**config.mk**
```make
export PLATFORM = sky130hd
export DESIGN_NAME = seg_dac_decoder
export DESIGN_NICKNAME = d
export VERILOG_FILES = /design/src/rtl/seg_dac_pkg.sv /design/src/rtl/seg_dac_polarity.sv /design/src/rtl/seg_dac_therm.sv /design/src/rtl/seg_dac_outreg.sv /design/src/rtl/seg_dac_level.sv /design/src/rtl/seg_dac_decoder.sv
export SDC_FILE = /design/constraint.sdc
export NUM_CORES = 1
export LEC_CHECK = 0
export ABC_AREA = 0
export BUFFER_PORTS_ARGS = -buffer_cell sky130_fd_sc_hd__clkbuf_2
export CAP_MARGIN = 20
export CORE_ASPECT_RATIO = 0.5
export CORE_MARGIN = 2
export CORE_UTILIZATION = 44
export DETAILED_ROUTE_END_ITERATION = 16
export PLACE_DENSITY = 0.75
export SYNTH_ARGS = -nofsm -noshare
export SYNTH_HDL_FRONTEND = slang
export SYNTH_SLANG_ARGS = --single-unit
```
**constraint.sdc**
```tcl
create_clock -name clk -period 3.9 [get_ports clk]
set_input_delay 0.78 -clock clk [delete_from_list [all_inputs] [get_ports clk]]
set_output_delay 0.78 -clock clk [all_outputs]
set_load 0.05 [all_outputs]
```
**src/rtl/seg_dac_pkg.sv**
```systemverilog
package seg_dac_pkg;
   // Width of the thermometer-coded upper field
   localparam int SEG_W = 4;
   // Number of identical unit sources driven by the upper field
   localparam int UNITS = (1 << SEG_W) - 1;
   // Width of a count of active units
   localparam int CNT_W = SEG_W;

   typedef logic [UNITS-1:0] unit_vec_t;
endpackage

```
**src/rtl/seg_dac_polarity.sv**
```systemverilog
module seg_dac_polarity #(
   parameter int W = 10
) (
   input  logic [W-1:0] word_i,
   input  logic         flip_i,
   output logic [W-1:0] word_o
);
   // One XOR per bit keeps every bit on an equal-depth path
   for (genvar b = 0; b < W; b++) begin : g_bit
      assign word_o[b] = word_i[b] ^ flip_i;
   end
endmodule

```
**src/rtl/seg_dac_therm.sv**
```systemverilog
module seg_dac_therm #(
   parameter int SW = 4,
   localparam int NU = (1 << SW) - 1
) (
   input  logic [SW-1:0] seg_i,
   output logic [NU-1:0] en_o
);
   // Unit k is on when the field value exceeds k; the result is contiguous from unit 0
   for (genvar k = 0; k < NU; k++) begin : g_unit
      assign en_o[k] = (seg_i > SW'(k));
   end
endmodule

```
**src/rtl/seg_dac_outreg.sv**
```systemverilog
module seg_dac_outreg #(
   parameter int LW = 6,
   parameter int NU = 15
) (
   input  logic          clk,
   input  logic          rst,
   input  logic [LW-1:0] lsb_d,
   input  logic [NU-1:0] unit_d,
   output logic [LW-1:0] lsb_q,
   output logic [NU-1:0] unit_q
);
   // Single register stage: every switch control changes on the same edge
   always_ff @(posedge clk) begin
      if (rst) begin
         lsb_q  <= '0;
         unit_q <= '0;
      end else begin
         lsb_q  <= lsb_d;
         unit_q <= unit_d;
      end
   end
endmodule

```
**src/rtl/seg_dac_level.sv**
```systemverilog
module seg_dac_level #(
   parameter int LW = 6,
   parameter int NU = 15,
   parameter int CW = 4,
   localparam int OW = CW + LW
) (
   input  logic [LW-1:0] lsb_i,
   input  logic [NU-1:0] unit_i,
   output logic [OW-1:0] level_o
);
   logic [CW-1:0] cnt;

   always_comb begin
      cnt = '0;
      for (int k = 0; k < NU; k++) begin
         cnt = cnt + CW'(unit_i[k]);
      end
   end

   // Unit count carries weight 2^LW, so it lands directly above the binary field
   assign level_o = {cnt, lsb_i};
endmodule

```
**src/rtl/seg_dac_decoder.sv**
```systemverilog
module seg_dac_decoder
   import seg_dac_pkg::*;
#(
   parameter int DATA_W = 10,
   localparam int LSB_W = DATA_W - SEG_W
) (
   input  logic              clk,
   input  logic              rst,
   input  logic [DATA_W-1:0] code_in,
   input  logic              invert_in,
   output logic [LSB_W-1:0]  lsb_out,
   output logic [UNITS-1:0]  unit_en_out,
   output logic [DATA_W-1:0] level_out
);
   initial begin
      if (!(DATA_W == 10 || DATA_W == 8)) begin
         $error("seg_dac_decoder: DATA_W must be 8 or 10");
      end
      if (LSB_W + SEG_W != DATA_W) begin
         $error("seg_dac_decoder: field split does not cover the word");
      end
   end

   logic [DATA_W-1:0] word;
   logic [SEG_W-1:0]  seg_field;
   logic [LSB_W-1:0]  lsb_field;
   unit_vec_t         unit_d;

   seg_dac_polarity #(.W(DATA_W)) u_pol (
      .word_i (code_in),
      .flip_i (invert_in),
      .word_o (word)
   );

   assign seg_field = word[DATA_W-1 -: SEG_W];
   assign lsb_field = word[LSB_W-1:0];

   seg_dac_therm #(.SW(SEG_W)) u_therm (
      .seg_i (seg_field),
      .en_o  (unit_d)
   );

   seg_dac_outreg #(.LW(LSB_W), .NU(UNITS)) u_reg (
      .clk    (clk),
      .rst    (rst),
      .lsb_d  (lsb_field),
      .unit_d (unit_d),
      .lsb_q  (lsb_out),
      .unit_q (unit_en_out)
   );

   seg_dac_level #(.LW(LSB_W), .NU(UNITS), .CW(CNT_W)) u_lvl (
      .lsb_i   (lsb_out),
      .unit_i  (unit_en_out),
      .level_o (level_out)
   );
endmodule

```
==> results by group <==
Detailed routing
  • Vias per cell: 4.553
  • Iteration count of the initial detailed-routing pass: 4
  • Post-route ant nets: 0
  • Final wirelength: 2.344 mm
  • Routed len/inst: 11.38 um
  • Vias: 938
  • Initial DRC count: 31
  • Post-route DRC: 0

Run
  • Max Cap Viol: 0

Global routing
  • Initial antenna violation count: 0
  • First-pass GRT wire length: 4.112 mm
  • Grt total ovfl: 0
  • Vias in the first global route: 920
  • Largest net degree at the start of global routing: 27
  • Gr usage total: 16.10%

Clock tree
  • Setup Fix Bufs, Post-CTS: 0
  • CTS tree: done
  • Root Buffer: clkbuf_8
  • Cts hold-fix bufs: 0
  • Clock sink total: 21
  • TritonCTS Buffers: 3
  • Clock-pin slew on the worst setup and hold paths: 0.08 ns
  • Clk buf depth: 2
  • H-tree levels: 1

Power and ir drop
  • Clock share of power: 13.3%
  • Peak VDD IR: 0.0005083 V
  • Reg power frac: 22.6%
  • Logic pwr share: 64.1%
  • Total power: 1054 uW
  • Switch share: 44.24%
  • Pwr per Cell Area: 640.2 nW/um2
  • Switch Pwr: 466.4 uW
  • Internal power: 587.7 uW
  • P_leak: 0.0007769 uW

Timing
  • Setup TNS: -2.030 ns
  • Slew @ Worst Pin: 0.5609 ns
  • RSZ-0062 raised after global routing: true
  • Slew Limit Fails: 0
  • Max Fclk: 0.2203 GHz
  • Period Utilization, post-route: 116.4%
  • Endpoints failing setup: 4
  • Post-route minimum period: 4.540 ns
  • PnR worst setup slack: -0.6396 ns
  • Final hold vios: 0
  • Slew HR: 62.61%

Logic synthesis
  • Synth area leader: dfxtp_1
  • Synth cell types: 35
  • Top post-synthesis cells by area: dfxtp_1 34%, fa_1 14%, ha_1 6.0%
  • Ys async rst share: 0%
  • Synth Cell Area: 1246 um2
  • Register area share after synthesis: 33.73%
  • Gate Count Post-Synth: 132
  • Post-synth EDFFs: 0
  • Synthesized flop and latch total: 21
  • YS warnings: 0
  • Post-synth top area share: 33.73%
  • Synth Flop Type: dfxtp_1
  • Syn Nets: 160
  • Mapped Avg Cell Area: 9.441 um2

Floorplanning
  • Die height: 41.63 um
  • Initial Util: 47.29%
  • Io pins: 44
  • Core ar.: 2635 um2
  • Floorplan row count: 13
  • Die Footprint: 3300 um2
  • Width of the die: 79.27 um

Place
  • DP Wirelength: 1.803 mm
  • Setup slack at placement: -0.5317 ns
  • IO Port Bufs: 43
  • Routability cong.: 0.8162

Hold path
  • Hold depth: 3
  • Min-delay worst type: primary input to flop

Final layout
  • Area taken by multi-input logic gates: 734.5 um2
  • Nets: 198
  • Syn-to-layout area delta: 32.13%
  • Share of layout cells above drive strength 1: 42.60%
  • Diode count: 0
  • Flip-flop and latch area: 434.2 um2
  • FILL cells: 234

Worst setup path
  • Worst setup EP type: output port
  • Critical path type: flop to output port
  • Crit path largest cell delay: 0.54 ns
  • Most common cell on crit path: fa_1
  • Worst path depth: 12
  • Worst path buffer plus inverter count: 3
  • WP data required: 3.12 ns
  • WP data arrival: 3.76 ns
  • CP Cell Sequence: ha_4 -> inv_2 -> fa_1 -> fa_2 -> fa_1 -> fa_1 -> inv_1 -> ha_1 -> a21o_1 -> a21oi_4 -> xnor2_4 -> buf_8
  • CP top delay family: adder cells
  • Critical path peak fanout: 2
  • Slowest-stage cell, CP: fa_1
  • CP startpoint kind: flop

Outcome
  • Status: finished, violations left
  • Failing checks: setup timing
[metrics by stage]
| stage | instance area, um2 | hold WS (ns) | util (%) | cells |
|---|---|---|---|---|
| final | 1647 | 0.7543 | 62.49 | 206 |
| after global routing | 1647 | 0.7649 | 62.49 | 206 |
| after CTS | 1643 | 0.7529 | 62.35 | 206 |
| after detailed placement | 1538 | 1.028 | 58.36 | 202 |
| after global placement | 1538 | 1.017 | 58.36 | 202 |
| after floorplan | 1326 | 0.8512 | - | 132 |
[cell families (layout without fill, tap and decap cells)]
group           count (synthesis)  in the layout  share of synthesized area [%]
flops                          21             21                          33.73
fa+ha+maj                      15             15                          20.48
xor+xnor                        9              9                          6.326
buf+inv                        36             73                          13.65
simple gates                   29             29                          12.65
compound gates                 18             18                          9.840
mux                             4              4                          3.313
[cells in the mapped netlist, types with 2 or more instances]
cell type	n
a21oi_1	6
mux2i_1	3
a221oi_1	2
nor3_1	2
buf_4	6
dfxtp_1	21
xnor2_1	8
inv_1	20
clkbuf_1	5
buf_2	4
a211oi_1	4
nor2b_1	2
ha_1	6
nand3b_1	2
fa_1	9
nor2_1	13
[layout make-up]
cell class | count | area share, %
clock buffers | 3 | 2.508
clock inverters | 1 | 0.3040
inverters | 20 | 4.559
multi-input cells | 75 | 44.60
flip-flops and latches | 21 | 26.37
well taps | 37 | 2.812
repair buffers | 49 | 18.84
[cells in the final DEF (no fill, tap or decap), types with 2 or more instances in the layout]
master | netlist | final
clkbuf_2 | 0 | 39
inv_2 | 0 | 2
dfxtp_1 | 21 | 14
xnor2_1 | 8 | 7
dfxtp_4 | 0 | 2
nor3_1 | 2 | 2
a21oi_1 | 6 | 5
dfxtp_2 | 0 | 5
nor2b_1 | 2 | 2
ha_4 | 0 | 2
fa_2 | 0 | 2
buf_4 | 6 | 6
mux2i_1 | 3 | 3
inv_1 | 20 | 18
ha_1 | 6 | 4
clkbuf_8 | 0 | 3
a221oi_1 | 2 | 2
nand3b_1 | 2 | 2
buf_8 | 0 | 3
nor2_1 | 13 | 13
a211oi_1 | 4 | 4
fa_1 | 9 | 7
[state kept, by name, indices dropped and copies added (netlist names)]
name	flops
u_reg.unit_q	15
u_reg.lsb_q	6
[layer usage]
layer | vias to the layer above | track usage [%] | share of wire (%)
met1 | 423 | 19.06 | 42
met2 | 24 | 29.32 | 52
li1 | 486 | - | -
met3 | 5 | 4.130 | 4.6
met4 | 0 | 4.138 | 0.90
met5 | - | 0 | 0
[power by group through the flow]
stage	Sequential, uW	Combinational, uW	Clock [uW]
5_1_grt	241	725	155
2_1_floorplan	294	404	0
4_1_cts	238	653	145
6_report	238	676	140
3_5_place_dp	243	541	0
3_3_place_gp	243	527	0
[repair_timing]
item / 4_1_cts / 5_1_grt
endpoints found under the setup margin: 4 / 4
gates resized for setup: 12 / 3
pin swaps: 2 / 1
[worst paths after layout]
check / start / slack, ns / endpoint
setup / recovery: u_reg.unit_q[1] / -0.64 / level_out[9]
hold / removal: code_in[0] / 0.75 / u_reg.lsb_q[0]
(Power assumes the default switching activity.)
